[config.mk]
export PLATFORM = sky130hd
export DESIGN_NAME = can_bit_timer
export DESIGN_NICKNAME = d
export VERILOG_FILES = /design/src/rtl/cbt_pkg.sv /design/src/rtl/cbt_tq_gen.sv /design/src/rtl/cbt_seg_seq.sv /design/src/rtl/cbt_sampler.sv /design/src/rtl/can_bit_timer.sv
export SDC_FILE = /design/constraint.sdc
export NUM_CORES = 1
export LEC_CHECK = 0
export CAP_MARGIN = 20
export CORE_AREA = 2 2 89 91
export CTS_CLUSTER_SIZE = 10
export DETAILED_ROUTE_END_ITERATION = 7
export DIE_AREA = 0 0 91 93
export PLACE_DENSITY = 0.7
export REMOVE_ABC_BUFFERS = 1
export SLEW_MARGIN = 20
export SYNTH_ARGS = -nofsm -noshare
export SYNTH_HDL_FRONTEND = slang
export SYNTH_SLANG_ARGS = --single-unit
[constraint.sdc]
create_clock -name clk -period 6.6 [get_ports clk]
set_clock_uncertainty 0.05 [all_clocks]
set_input_delay 1.32 -clock clk [delete_from_list [all_inputs] [get_ports clk]]
set_output_delay 1.32 -clock clk [all_outputs]
set_load 0.05 [all_outputs]
[src/rtl/cbt_pkg.sv]
package cbt_pkg;
  localparam int PRE_W = 10;
  localparam int GAP_W = 4;
  localparam int SJW_W = 2;
  localparam int TS1_W = 4;
  localparam int TS2_W = 3;

  // field positions are fixed by the packed word layout
  typedef struct packed {
    logic             triple;
    logic [TS2_W-1:0] ts2_m1;
    logic [TS1_W-1:0] ts1_m1;
    logic [SJW_W-1:0] sjw_m1;
    logic [GAP_W-1:0] gap;
    logic [PRE_W-1:0] pre_m1;
  } cbt_cfg_t;

  localparam int CFG_W = $bits(cbt_cfg_t);

  typedef enum logic [1:0] {
    PH_SYNC = 2'd0,
    PH_SEG1 = 2'd1,
    PH_SEG2 = 2'd2
  } cbt_phase_e;
endpackage

[src/rtl/cbt_tq_gen.sv]
module cbt_tq_gen #(
  parameter int PRE_W = 10
) (
  input  logic             clk,
  input  logic             rst,
  input  logic             run,
  input  logic             restart,
  input  logic [PRE_W-1:0] pre_m1,
  output logic             tick
);
  logic [PRE_W-1:0] div_cnt;

  always_ff @(posedge clk) begin
    if (rst || !run || restart) begin
      div_cnt <= '0;
    end else if (div_cnt == pre_m1) begin
      div_cnt <= '0;
    end else begin
      div_cnt <= div_cnt + 1'b1;
    end
  end

  assign tick = run && !restart && (div_cnt == pre_m1);
endmodule

[src/rtl/cbt_seg_seq.sv]
module cbt_seg_seq
  import cbt_pkg::*;
#(
  parameter int CNT_W = 5
) (
  input  logic             clk,
  input  logic             rst,
  input  logic             run,
  input  logic             hard_sync,
  input  logic             resync_en,
  input  logic             fall_edge,
  input  logic             tick,
  input  logic [CNT_W-1:0] ts1_len,
  input  logic [CNT_W-1:0] ts2_len,
  input  logic [CNT_W-1:0] sjw_len,
  output logic             sp_hit,
  output logic             sample_stb,
  output logic             bit_start_stb
);
  cbt_phase_e       phase;
  logic [CNT_W-1:0] q_idx;
  logic [CNT_W-1:0] s1_len, s2_len;
  logic             adj_done;

  logic [CNT_W:0]   q_p1, sjw_x, err1, err2, lim1, lim2, s1_sum;
  logic [CNT_W-1:0] s1_nx, s2_nx;
  logic             can_adj, eob;

  always_comb begin
    q_p1    = {1'b0, q_idx} + 1'b1;
    sjw_x   = {1'b0, sjw_len};
    err1    = q_p1;
    err2    = {1'b0, s2_len} - {1'b0, q_idx};
    lim1    = (err1 > sjw_x) ? sjw_x : err1;
    lim2    = (err2 > sjw_x) ? sjw_x : err2;
    can_adj = run && resync_en && fall_edge && !adj_done &&
              !hard_sync && (phase != PH_SYNC);
    s1_sum  = {1'b0, s1_len} + lim1;
    s1_nx   = s1_len;
    s2_nx   = s2_len;
    if (can_adj && phase == PH_SEG1) s1_nx = s1_sum[CNT_W-1:0];
    if (can_adj && phase == PH_SEG2) s2_nx = s2_len - lim2[CNT_W-1:0];
    sp_hit  = tick && (phase == PH_SEG1) && (q_p1 >= {1'b0, s1_nx});
    eob     = tick && (phase == PH_SEG2) && (q_p1 >= {1'b0, s2_nx});
  end

  always_ff @(posedge clk) begin
    if (rst || !run) begin
      phase         <= PH_SYNC;
      q_idx         <= '0;
      s1_len        <= ts1_len;
      s2_len        <= ts2_len;
      adj_done      <= 1'b0;
      sample_stb    <= 1'b0;
      bit_start_stb <= 1'b0;
    end else begin
      sample_stb    <= sp_hit;
      bit_start_stb <= hard_sync || eob;
      if (hard_sync) begin
        phase    <= PH_SYNC;
        q_idx    <= '0;
        s1_len   <= ts1_len;
        s2_len   <= ts2_len;
        adj_done <= 1'b0;
      end else begin
        s1_len <= s1_nx;
        s2_len <= s2_nx;
        if (can_adj) adj_done <= 1'b1;
        if (tick) begin
          unique case (phase)
            PH_SYNC: begin
              phase <= PH_SEG1;
              q_idx <= '0;
            end
            PH_SEG1: begin
              if (sp_hit) begin
                phase <= PH_SEG2;
                q_idx <= '0;
              end else begin
                q_idx <= q_idx + 1'b1;
              end
            end
            default: begin
              if (eob) begin
                phase    <= PH_SYNC;
                q_idx    <= '0;
                s1_len   <= ts1_len;
                s2_len   <= ts2_len;
                adj_done <= 1'b0;
              end else begin
                q_idx <= q_idx + 1'b1;
              end
            end
          endcase
        end
      end
    end
  end
endmodule

[src/rtl/cbt_sampler.sv]
module cbt_sampler #(
  parameter int HIST_N = 2
) (
  input  logic clk,
  input  logic rst,
  input  logic run,
  input  logic tick,
  input  logic sp_hit,
  input  logic rx_s,
  input  logic triple,
  output logic bit_val
);
  logic [HIST_N-1:0] hist;
  logic              vote;

  generate
    if (HIST_N == 1) begin : g_short
      always_ff @(posedge clk) begin
        if (rst || !run) hist <= '1;
        else if (tick)   hist <= rx_s;
      end
    end else begin : g_long
      always_ff @(posedge clk) begin
        if (rst || !run) hist <= '1;
        else if (tick)   hist <= {hist[HIST_N-2:0], rx_s};
      end
    end
  endgenerate

  assign vote = (rx_s & hist[0]) | (rx_s & hist[HIST_N-1]) |
                (hist[0] & hist[HIST_N-1]);

  always_ff @(posedge clk) begin
    if (rst) begin
      bit_val <= 1'b1;
    end else if (run && sp_hit) begin
      bit_val <= triple ? vote : rx_s;
    end
  end
endmodule

[src/rtl/can_bit_timer.sv]
module can_bit_timer
  import cbt_pkg::*;
#(
  parameter int CFG_BITS = CFG_W
) (
  input  logic                clk,
  input  logic                rst,
  input  logic                run_en,
  input  logic [CFG_BITS-1:0] cfg_word,
  input  logic                rx_line,
  input  logic                hard_sync,
  input  logic                resync_en,
  output logic                bit_val,
  output logic                sample_stb,
  output logic                bit_start_stb
);
  localparam int CNT_W = $clog2((1 << TS1_W) + (1 << SJW_W) + 1);

  cbt_cfg_t         cfg_q;
  logic             rx_q, rx_prev, fall_edge;
  logic             tick, sp_hit;
  logic [CNT_W-1:0] ts1_len, ts2_len, sjw_len;

  always_ff @(posedge clk) begin
    if (rst)          cfg_q <= '0;
    else if (!run_en) cfg_q <= cbt_cfg_t'(cfg_word);
  end

  always_ff @(posedge clk) begin
    if (rst) begin
      rx_q    <= 1'b1;
      rx_prev <= 1'b1;
    end else begin
      rx_q    <= rx_line;
      rx_prev <= rx_q;
    end
  end

  assign fall_edge = rx_prev & ~rx_q;
  assign ts1_len   = CNT_W'(cfg_q.ts1_m1) + CNT_W'(1);
  assign ts2_len   = CNT_W'(cfg_q.ts2_m1) + CNT_W'(1);
  assign sjw_len   = CNT_W'(cfg_q.sjw_m1) + CNT_W'(1);

  cbt_tq_gen #(.PRE_W(PRE_W)) u_tq (
    .clk     (clk),
    .rst     (rst),
    .run     (run_en),
    .restart (hard_sync),
    .pre_m1  (cfg_q.pre_m1),
    .tick    (tick)
  );

  cbt_seg_seq #(.CNT_W(CNT_W)) u_seq (
    .clk           (clk),
    .rst           (rst),
    .run           (run_en),
    .hard_sync     (hard_sync),
    .resync_en     (resync_en),
    .fall_edge     (fall_edge),
    .tick          (tick),
    .ts1_len       (ts1_len),
    .ts2_len       (ts2_len),
    .sjw_len       (sjw_len),
    .sp_hit        (sp_hit),
    .sample_stb    (sample_stb),
    .bit_start_stb (bit_start_stb)
  );

  cbt_sampler #(.HIST_N(2)) u_smp (
    .clk     (clk),
    .rst     (rst),
    .run     (run_en),
    .tick    (tick),
    .sp_hit  (sp_hit),
    .rx_s    (rx_q),
    .triple  (cfg_q.triple),
    .bit_val (bit_val)
  );
endmodule

Yosys cells after proc, flatten, opt, wreduce, memory -nomap -nowiden
Index checks and enable logic that the tools add are counted.

Logic and storage cells: 93. Output and inout port bits: 3. Flip-flop bits (word level): 55.

Add/subtract/negate cells: 9. Mux-type cells: 25. Reduce and logical (&&, ||, !) cells: 27. Magnitude comparators: 4. Bitwise logic cells: 7. Equal/unequal tests: 4.

Operators with widths (number): $mux 5 (16); $logic_and 1x1->1 (14); $ge 6x5->1 (2); $gt 6x3->1 (2); $add 10x1->10 const B (1); $eq 10x10->1 (1); $pmux 5 s2 (1); $add 5x1->6 const B (1); $reduce_or 2->1 (3); $sub 5x5->6 (1); $add 4x1->5 const B (1); $add 5x1->5 const B (1); $add 5x5->5 (1); $mux 1 (5); $sub 5x5->5 (1); $add 3x1->4 const B (1); $and 1x1->1 (4); $mux 2 (2); $pmux 2 s2 (1); $add 2x1->3 const B (1); $logic_not 1->1 (3); $logic_or 1x1->1 (3); $reduce_and 3->1 (1); $reduce_bool 3->1 (1); 7 further kinds (8).

Longest topological paths before layout
Word-level depth: 15. Depth in mapped cells: 24. Gate-level depth less buffers: 23.

Modules after synthesis
Synthesis repeated with hierarchy kept, for this count alone.

Cell total of the unflattened synthesis: 411. Area, all modules: 3593.4 um2.

Modules (own cells, without submodules): cbt_seg_seq (cells an instance 249, seq. area each 400.4 um2, times used 1, area each 2053.2 um2); can_bit_timer (cells an instance 82, seq. area each 440.4 um2, times used 1, area each 862.1 um2); cbt_tq_gen (cells an instance 64, seq. area each 200.2 um2, times used 1, area each 544.3 um2); cbt_sampler (cells an instance 16, seq. area each 60.1 um2, times used 1, area each 133.9 um2).

Worst setup path before layout
No wires, ideal clock.

Path kind: register -> register. From: reg u_seq.q_idx[0]. To: reg u_seq.s1_len[2]. Period minus slack after synthesis: 4.729 ns. Data arrival time: 4.607 ns. Library setup time: 0.072 ns. Data required time: 6.478 ns. Path slack: 1.871 ns. Cell stages (with the launch flop): 20. Cells stage by stage: dfxtp_1 ha_1 inv_1 fa_1 ha_1 nor2b_1 o21a_1 o21ai_0 o2111ai_1 mux2i_1 ha_1 fa_1 xnor2_1 mux2i_1 ha_1 a2111oi_0 o21ai_0 nor4b_2 nor2_2 mux2i_1.

Longest elaborated chain between the ends: 12.

RTL lines: start, declared (RTL line cbt_seg_seq.sv:21) `logic [CNT_W-1:0] q_idx;`; start signal, assigned (RTL line cbt_seg_seq.sv:80) `q_idx <= q_idx + 1'b1;`; start signal, assigned (RTL line cbt_seg_seq.sv:91) `q_idx <= q_idx + 1'b1;`; $sub 5x5->6 (RTL line cbt_seg_seq.sv:33) `err2 = {1'b0, s2_len} - {1'b0, q_idx};`; $gt 6x3->1 (RTL line cbt_seg_seq.sv:35) `lim2 = (err2 > sjw_x) ? sjw_x : err2;`; $mux 5 (RTL line cbt_seg_seq.sv:35); $sub 5x5->5 (RTL line cbt_seg_seq.sv:42) `if (can_adj && phase == PH_SEG2) s2_nx = s2_len - lim2[CNT_W-1:0];`; $mux 5 (RTL line cbt_seg_seq.sv:42); $ge 6x5->1 (RTL line cbt_seg_seq.sv:44) `eob = tick && (phase == PH_SEG2) && (q_p1 >= {1'b0, s2_nx});`; $logic_and 1x1->1 (RTL line cbt_seg_seq.sv:44); $mux 5 (RTL line cbt_seg_seq.sv:84) `if (eob) begin`; $mux 5 (RTL line cbt_seg_seq.sv:70) `unique case (phase)`; $mux 5 * (RTL line cbt_seg_seq.sv:69) `if (tick) begin`; $mux 5 * (RTL line cbt_seg_seq.sv:59) `if (hard_sync) begin`; $mux 5 * (RTL line cbt_seg_seq.sv:48) `if (rst || !run) begin`; end signal, assigned (RTL line cbt_seg_seq.sv:51) `s1_len <= ts1_len;`; end signal, assigned (RTL line cbt_seg_seq.sv:62) `s1_len <= ts1_len;`; end signal, assigned (RTL line cbt_seg_seq.sv:66) `s1_len <= s1_nx;`; end, declared (RTL line cbt_seg_seq.sv:22) `logic [CNT_W-1:0] s1_len, s2_len;`.

Mark *: on every way between the ends. The rest lies on a longest branch, timed or not. A chain may end at the register's enable or synchronous reset.

Worst setup path in the final report
From: reg u_seq.q_idx[0]. To: reg u_seq.s1_len[0].

The elaborated chain is that of the path after synthesis.

==> run_results.csv <==
group,metric,value,unit
sta,timing.fmax,173,MHz
clock_network,clock_pin_slew_of_the_registers_on_the_worst_case_setup_and_hold_paths,90,ps
floorplanning,core_region_area,0.00753,mm²
cells_and_area,design.final.nets,446,
routing,detailedRoute.firstPassIterationCount,4,
placement,dp.cells,474,
floorplanning,core.rowCount,32,
pwr,cellLeakagePower,0.00159,µW
grt,number_of_global_route_vias_before_repair,2580,
routing,route.detailed.vias_per_inst,5.16,
pwr,power.total,675,µW
outcome,status,"completed",
synthesis,postSynth.asyncResetShare,0,
floorplanning,io-pin-count,33,
setup_path,crit_end,"u_seq.s1_len[0]",
synthesis,yosysSeqAreaShare,0.331,
cells_and_area,antennaDiodeCount,0,
clock_network,clock-root-buffer,"clkbuf_8",
routing,dr.first_iter.drc_count,63,
setup_path,cp.required,6750,ps
sta,slew-limit-headroom,0.537,
cells_and_area,drive_above_1_share,0.0711,
clock_network,clk_sinks,55,
routing,wirelength,6510,µm
synthesis,netlist-cell-type-count,43,
routing,antenna_left,0,
clock_network,cts.hold.buffers_added,0,
synthesis,yosysWarnings,0,
setup_path,crit-reg2reg-launch,"u_seq.q_idx[0]",
cells_and_area,final_instance_count_excl_fillers,482,
setup_path,critPathMaxStageDelay,640,ps
sta,rsz0062_at_grt,"false",
setup_path,critical_path.n_buffers_inverters,2,
grt,initial_antenna_violation_count,0,
synthesis,synth_top_family_by_area,"simple AND/OR/NAND/NOR gates",
clock_network,htree_num_levels,2,
placement,place.detailed.hpwl,5150,µm
synthesis,yosys_register_bits,55,
floorplanning,chipWidth,91,µm
floorplanning,die-area,0.00846,mm²
placement,finalWeightedCongestion,0.929,
clock_network,cts_resized,0,
synthesis,synth.cell_area,0.00333,mm²
run,cap_viol_max_count,0,
cells_and_area,synth_to_final_area_change,14.3,%
placement,io_buffers,28,
setup_path,timing.reg2reg.setup_slack,830,ps
synthesis,number_of_enable_flip_flop_cells_after_synthesis,0,
synthesis,synth_simple_gate_area_share,0.166,
setup_path,capture_point_of_the_worst_reg_to_reg_path,"u_seq.s1_len[0]",
setup_path,cp.depth,22,
min_path,worst_hold_path_type,"flip-flop to flip-flop",
clock_network,clk_latency,300,ps
synthesis,post_synth_xor_area_fraction,0.0842,
setup_path,worstPathCellList,"ha_1 -> inv_1 -> fa_1 -> ha_1 -> nor2b_1 -> o21a_1 -> o21ai_0 -> o2111ai_1 -> mux2i_1 -> ha_1 -> fa_1 -> nor2b_1 -> o21ai_0 -> nand3b_1 -> xor2_1 -> ha_1 -> o21ai_0 -> o21ai_0 -> nor4b_2 -> buf_4 -> o21ai_1 -> o31a_1",
floorplanning,die_height,93,µm
setup_path,crit_path_top_delay_cell,"nor4b_2",
sta,worstMarginPinSlew,692,ps
synthesis,leading_register_cell_type_out_of_synthesis,"dfxtp_1",
setup_path,worst_ep_arrival_time,5920,ps
grt,grt_max_degree,29,
sta,finalSetupViolCount,0,
setup_path,reg2regPathDepth,22,
clock_network,post_cts_buffers,0,
pwr,power-per-cell-area,178,mW/mm²
synthesis,postSynthCellCount,350,
pwr,power.ir.vdd_worst,0.0978,mV
clock_network,cts_tree,"done",
setup_path,path_class,"flip-flop to flip-flop",
synthesis,synth_compound_area_frac,0.108,
synthesis,synth.avg_cell_area,9.51,µm²
synthesis,post_synth_mux_area_share,0.131,
floorplanning,initial_core_util,0.442,
grt,grt_pass1_wl,11300,µm
sta,finalWorstPathRequiredPeriod,5770,ps
cells_and_area,nFillCells,760,
setup_path,timing.critical_path.max_delay_family,"adder cells",
synthesis,synth-adder-area-share,0.146,
routing,routed-via-count,2486,
clock_network,total_clock_buffers_created_by_cts,5,
routing,drc,0,
sta,finalSetupTns,0,ps
sta,fin_crit_share,0.875,
sta,final_hold_violating_endpoints,0,
sta,worst_hold_slack,449,ps
grt,global_route_total_usage_across_every_layer,0.165,
setup_path,cp-start-kind,"flip-flop",
min_path,hold-path-cell-count,1,
setup_path,critical_path.max_fanout,10,
setup_path,timing.critical_path.to_type,"flip-flop",
grt,grt_overflow,0,
setup_path,worstSetupStartpoint,"u_seq.q_idx[0]",
sta,slew_violations,0,
cells_and_area,layout.core_utilization,0.505,
clock_network,cts-root-to-sink-buffers,2,
routing,wl_per_cell,13.5,µm
[synthesized netlist by cell type (all sizes together) (4+ instances only)]
cell,n,area share
nand2b,5,0.0094
xor2,20,0.053
mux2,5,0.017
clkbuf,6,0.0068
a31oi,5,0.0094
and3,4,0.0079
ha,34,0.13
xnor2,12,0.032
nand3,13,0.020
nor2,45,0.052
o21a,6,0.014
nor4,4,0.026
dfxtp,55,0.33
mux2i,38,0.11
o21ai,17,0.026
a21oi,10,0.015
nor2b,4,0.0075
nand2,11,0.012
a21o,5,0.011
inv,18,0.020
[worst min-delay path by stage]
stage | startpoint | end
6_report | u_tq.div_cnt[0] | u_tq.div_cnt[0]
5_1_grt | cfg_q[21] | u_seq.s2_len[3]
4_1_cts | u_smp.bit_val | u_smp.bit_val
3_5_place_dp | u_smp.bit_val | u_smp.bit_val
3_3_place_gp | u_smp.bit_val | u_smp.bit_val
2_1_floorplan | u_tq.div_cnt[0] | u_tq.div_cnt[0]
[sequential cells by signal, indices dropped and copies added (netlist names)]
signal               cells
u_tq.div_cnt            10
u_smp.hist               2
u_seq.sample_stb         1
rx_prev                  1
u_seq.bit_start_stb      1
u_smp.bit_val            1
u_seq.s2_len             5
u_seq.adj_done           1
rx_q                     1
u_seq.q_idx              5
u_seq.phase              2
u_seq.s1_len             5
cfg_q                   20
[kinds of logic after synthesis]
group | count (synthesis)
xor+xnor | 32
mux | 43
flops | 55
compound gates | 56
buf+inv | 27
other cells | 2
fa+ha+maj | 37
simple gates | 98
[routing by layer]
| layer | up-vias | GRT usage | wire length, µm |
|---|---|---|---|
| met5 | - | 0 | 0 |
| met4 | 0 | 0.0707 | 161 |
| met3 | 12 | 0.0242 | 181 |
| met2 | 42 | 0.311 | 3310 |
| met1 | 1150 | 0.183 | 2860 |
| li1 | 1282 | - | - |
[layout make-up]
| type | count | area, µm² | area share |
|---|---|---|---|
| repair buffers | 31 | 303 | 0.0797 |
| multi-input cells | 268 | 2120 | 0.558 |
| clock inverters | 1 | 5.00 | 0.00132 |
| clock buffers | 7 | 76.3 | 0.0201 |
| inverters | 18 | 67.6 | 0.0178 |
| flip-flops and latches | 55 | 1100 | 0.290 |
| well taps | 102 | 128 | 0.0336 |
[where the power goes]
part	internal (µW)	total [µW]	switching, µW
Clock	74.8	178	103
Combinational	73.7	142	68.7
Sequential	344	354	10.2
Total	493	675	182
[cell usage in the layout, fill, tap and decap left out, drive strengths merged, types with 2 or more instances in the layout]
master and instances:
ha 34, a21oi 10, o211ai 3, o31a 2, nand2b 5, o21a 6, xor2 20, a21o 5
a31oi 5, or2 3, nor2b 4, and3 4, o31ai 2, buf 3, mux2i 38, clkbuf 7
clkdlybuf4s50 28, conb 2, inv 18, nor4 4, nor2 45, nand3 13, nor3 3, nand2 11
dfxtp 55, o21ai 17, xnor2 12, fa 3, a2111oi 2, mux2 5
[stage by stage]
step / area, µm² / setup WS (ps)
finish: 3800 / 828
global route: 3800 / 458
CTS: 3800 / 843
detailed placement: 3720 / 894
global placement: 3720 / 972
floorplan: 3290 / 1570
Note: power is estimated with default switching activity, not from simulation.
